## config.mk

```make
export PLATFORM = sky130hd
export DESIGN_NAME = sw_decimal_counter
export DESIGN_NICKNAME = d
export VERILOG_FILES = /design/src/rtl/sw_pkg.sv /design/src/rtl/sw_bcd_digit.sv /design/src/rtl/sw_pulse_gate.sv /design/src/rtl/sw_decimal_counter.sv
export SDC_FILE = /design/constraint.sdc
export NUM_CORES = 1
export LEC_CHECK = 0
export ABC_AREA = 0
export BUFFER_PORTS_ARGS = -buffer_cell sky130_fd_sc_hd__buf_4
export CORE_MARGIN = 2
export CORE_UTILIZATION = 50
export DETAILED_ROUTE_END_ITERATION = 16
export MAX_ROUTING_LAYER = met4
export PLACE_DENSITY = 0.72
export SKIP_LAST_GASP = 1
export SYNTH_ARGS = -nofsm -noshare
export SYNTH_HDL_FRONTEND = slang
export SYNTH_HIERARCHICAL = 1
export SYNTH_SLANG_ARGS = --single-unit
```

## constraint.sdc

```tcl
create_clock -name clk -period 18.45 [get_ports clk]
set_input_delay 3.69 -clock clk [delete_from_list [all_inputs] [get_ports clk]]
set_output_delay 3.69 -clock clk [all_outputs]
set_load 0.01 [all_outputs]
```

## src/rtl/sw_pkg.sv

```systemverilog
package sw_pkg;
  localparam int DIGIT_W   = 4;
  localparam int N_DIGITS  = 3;
  localparam int DIGIT_MAX = 9;
  localparam int WRAP_VAL  = 1000;

  typedef logic [DIGIT_W-1:0] bcd_t;

  // Count values after which the following tick is dropped (24 per wrap).
  function automatic logic swallow_point(input bcd_t hi, input bcd_t mid, input bcd_t lo);
    int v;
    v = int'(hi) * 100 + int'(mid) * 10 + int'(lo);
    case (v)
      39, 79, 139, 179, 219, 259, 299, 319, 359, 399, 439, 479,
      539, 579, 619, 659, 699, 719, 759, 799, 839, 879, 939, 979:
        swallow_point = 1'b1;
      default:
        swallow_point = 1'b0;
    endcase
  endfunction
endpackage

```

## src/rtl/sw_bcd_digit.sv

```systemverilog
module sw_bcd_digit #(
  parameter int W   = 4,
  parameter int MAX = 9
) (
  input  logic         clk,
  input  logic         rst,
  input  logic         step,
  output logic [W-1:0] q,
  output logic [W-1:0] q_next,
  output logic         carry
);
  localparam logic [W-1:0] TOP = W'(MAX);

  always_comb begin
    q_next = q;
    if (step) q_next = (q == TOP) ? '0 : q + W'(1);
  end

  assign carry = step && (q == TOP);

  always_ff @(posedge clk) begin
    if (rst) q <= '0;
    else     q <= q_next;
  end
endmodule

```

## src/rtl/sw_pulse_gate.sv

```systemverilog
module sw_pulse_gate (
  input  logic clk,
  input  logic rst,
  input  logic tick,
  input  logic run,
  input  logic land_hit,
  output logic adv,
  output logic pending
);
  logic accept;
  assign accept = tick && run;
  assign adv    = accept && !pending;

  always_ff @(posedge clk) begin
    if (rst)          pending <= 1'b0;
    else if (accept)  pending <= pending ? 1'b0 : land_hit;
  end
endmodule

```

## src/rtl/sw_decimal_counter.sv

```systemverilog
module sw_decimal_counter
  import sw_pkg::*;
(
  input  logic       clk,
  input  logic       rst_sync,
  input  logic       tick_1k,
  input  logic       run_en,
  output logic [3:0] ms_digit,
  output logic [3:0] cs_digit,
  output logic [3:0] ds_digit,
  output logic       sec_pulse
);
  logic [N_DIGITS:0]              step_chain;
  logic [N_DIGITS-1:0][DIGIT_W-1:0] dig_q;
  logic [N_DIGITS-1:0][DIGIT_W-1:0] dig_nx;
  logic [N_DIGITS-1:0]            dig_cy;
  logic adv, pending_q, land_hit;

  sw_pulse_gate gate_i (
    .clk(clk), .rst(rst_sync), .tick(tick_1k), .run(run_en),
    .land_hit(land_hit), .adv(adv), .pending(pending_q)
  );

  assign step_chain[0] = adv;

  for (genvar g = 0; g < N_DIGITS; g++) begin : g_digit
    sw_bcd_digit #(.W(DIGIT_W), .MAX(DIGIT_MAX)) dig_i (
      .clk(clk), .rst(rst_sync), .step(step_chain[g]),
      .q(dig_q[g]), .q_next(dig_nx[g]), .carry(dig_cy[g])
    );
    assign step_chain[g+1] = dig_cy[g];
  end

  assign land_hit = swallow_point(dig_nx[2], dig_nx[1], dig_nx[0]);

  always_ff @(posedge clk) begin
    if (rst_sync) sec_pulse <= 1'b0;
    else          sec_pulse <= step_chain[N_DIGITS];
  end

  assign ms_digit = dig_q[0];
  assign cs_digit = dig_q[1];
  assign ds_digit = dig_q[2];
endmodule

```

==> flow_summary.json <==
{
  "outcome": "finished, final reports clean",
  "hold_path.class": "reg2reg",
  "cp-startpoint": "tick_1k",
  "tritoncts.num_buffers": 3,
  "netlist_top_cells_area": "ha_1, dfxtp_1, fa_1",
  "worstSetupPathType": "in2reg",
  "antenna_left": 0,
  "async_reset_ff_frac": 0,
  "initial_core_util": 0.515,
  "area_growth_syn_to_layout_pct": 10.5,
  "antenna_found_initial": 0,
  "drt_iter0_markers": 84,
  "htreeDepth": 1,
  "cts.sinks": 14,
  "worst_ep_arrival_time_ps": 9290,
  "synth-edff-count": 0,
  "overflow": 0,
  "clk_latency_ps": 250,
  "cts_tree": "built",
  "r2r-end": "gate_i/pending",
  "drt-total-wl_mm": 4.34,
  "yosysWarningCount": 6,
  "hpwl_mm": 3.42,
  "final_nets": 298,
  "worstPathRequired_ps": 18630,
  "finalHoldViolCount": 0,
  "final_cells": 313,
  "final.period_utilization": 0.493,
  "wl_per_cell_um": 13.9,
  "synth.most_common_cell": "ha_1",
  "rr_worst_depth": 23,
  "grt_max_degree": 15,
  "syn_avg_cell_area_sq_um": 8.19,
  "setup_slack_ps": 9350,
  "cts_setup_buffers": 0,
  "track_usage": 0.205,
  "cts_root_buf": "clkbuf_8",
  "cts_resized": 0,
  "dp.cells": 309,
  "yosysUniqueCellTypes": 57,
  "crit_path_max_fanout": 10,
  "ctsLongestPathBuffers": 2,
  "ys_ff_latch": 14,
  "setup_viol": 0,
  "r2r_start": "gate_i/pending",
  "drv_slew": 0,
  "relSlewSlack": 0.367,
  "synth_flop_cell": "dfxtp_1",
  "cap_violations": 0,
  "syn-cell-area_sq_mm": 0.00203,
  "rows": 23,
  "r2r_slack_ps": 12600,
  "core-area_sq_mm": 0.00394,
  "gp_congestion": 0.977,
  "viasPerCell": 5.85,
  "total_power_uw": 64.0,
  "crit_path_end_kind": "register",
  "die_h_um": 67.8,
  "vias": 1832,
  "synth_top_cell_area_share": 0.154,
  "grt_pass1_wl_mm": 7.14,
  "worstSetupStartpointType": "input port",
  "io_pins": 17,
  "portBuffers": 16,
  "rsz0062_at_grt": "false",
  "path_clk_slew_ps": 50,
  "drive_above_1_share": 0.167,
  "synthTopCellsByCount": "ha_1, a21oi_1, inv_1, nand2_1",
  "p_per_area_mw_per_mm2": 28.5,
  "synthesis.instances": 248,
  "max-vdd-ir-drop_mv": 0.0349,
  "multi_input_area_sq_mm": 0.00167,
  "p_leak_nw": 1.04,
  "drc": 0,
  "antennaDiodeCount": 0,
  "fin_setup_tns_ps": 0,
  "synth_top_cell_by_area": "ha_1",
  "grt_pass1_vias": 1586,
  "dieArea_sq_mm": 0.00459,
  "die_w_um": 67.8,
  "num-fill-cells": 350,
  "worstMarginPinSlew_ps": 942,
  "synth_nets": 282,
  "firstDrtPassIters": 4,
  "yosysSeqAreaShare": 0.138,
  "cts_hold_buf": 0,
  "fmax_mhz": 110,
  "endpoint": "gate_i/pending",
  "seq_area_sq_um": 280,
  "pre_cts_ws_ps": 9160,
  "fin_crit_ps": 9100,
  "fin_skew_ps": 2.82
}
registers in the layout (all words and copies together), names as in the netlist:
signal	count
g_digit.dig_i/q	12
gate_i/pending	1
sec_pulse	1
critical path: stages:
cell      delay [ps]
buf_4             90
nand2_1           50
nor2_1           240
nand2_2          120
nor3b_1          520
nand2_2          150
nor3b_1          500
nand2_2          140
or3_4            390
nand2_1          120
ha_1             240
ha_1             210
inv_1             70
fa_1             400
inv_1             70
ha_1             220
ha_1             560
o21ai_0          240
nand2b_1         220
a2111o_1         360
o211ai_1         120
o31ai_1          130
o22ai_1          190
nand4b_1         130
a21oi_2          130
area by class of cell:
cell class,count,share of cell area
Multi-Input combinational cell,213,0.742
Sequential cell,14,0.125
Timing Repair Buffer,16,0.0535
Tap cell,50,0.0279
Inverter,16,0.0268
Clock buffer,4,0.0245
layout by cell type, fill, tap and decap left out, types with 5 or more instances in the layout:
cell and count:
xnor2_1 7, nor2_1 12, ha_1 25, xor2_1 6, o21ai_0 11, nand3_1 9
inv_1 16, nor3_1 9, a21oi_1 16, dfxtp_1 14, nor2b_1 14, nand2_1 16
fa_1 5, or3_1 5, nor4_1 6, o211ai_1 5, buf_4 16
power breakdown:
| group | internal, mW | switching [mW] | total [mW] |
|---|---|---|---|
| Combinational | 0.00145 | 0.00184 | 0.00329 |
| Clock | 0.0189 | 0.0108 | 0.0297 |
| Sequential | 0.0305 | 0.000424 | 0.0309 |
how the worst min path moves through the flow:
stage                                      from                     to  slack [ps]  cells after the start
after global placement           gate_i/pending         gate_i/pending         550                      2
after detailed placement  g_digit[2].dig_i/q[3]  g_digit[2].dig_i/q[3]         550                      2
after CTS                 g_digit[2].dig_i/q[3]  g_digit[2].dig_i/q[3]         560                      2
after floorplan                  gate_i/pending         gate_i/pending         520                      2
after global routing             gate_i/pending         gate_i/pending         600                      2
final                            gate_i/pending         gate_i/pending         550                      2
logic make-up after synthesis:
family | synth area share
mux | 0.0203
xor+xnor | 0.0807
compound gates | 0.243
buf+inv | 0.0419
flops | 0.138
fa+ha+maj | 0.203
simple gates | 0.273
metal layers:
layer	vias up	GRT usage	routed length (um)
met1	830	0.291	2190
li1	950	-	-
met3	6	0.0417	192
met2	46	0.306	1910
met5	-	-	0
met4	0	0.0281	40
metrics by stage:
stage	instance area [sq um]	hold slack (ps)	util
2_1_floorplan	2030	517	-
3_3_place_gp	2190	548	0.555
3_5_place_dp	2190	550	0.555
4_1_cts	2240	557	0.569
5_1_grt	2240	596	0.569
6_report	2240	553	0.569
(Power assumes the default switching activity.)
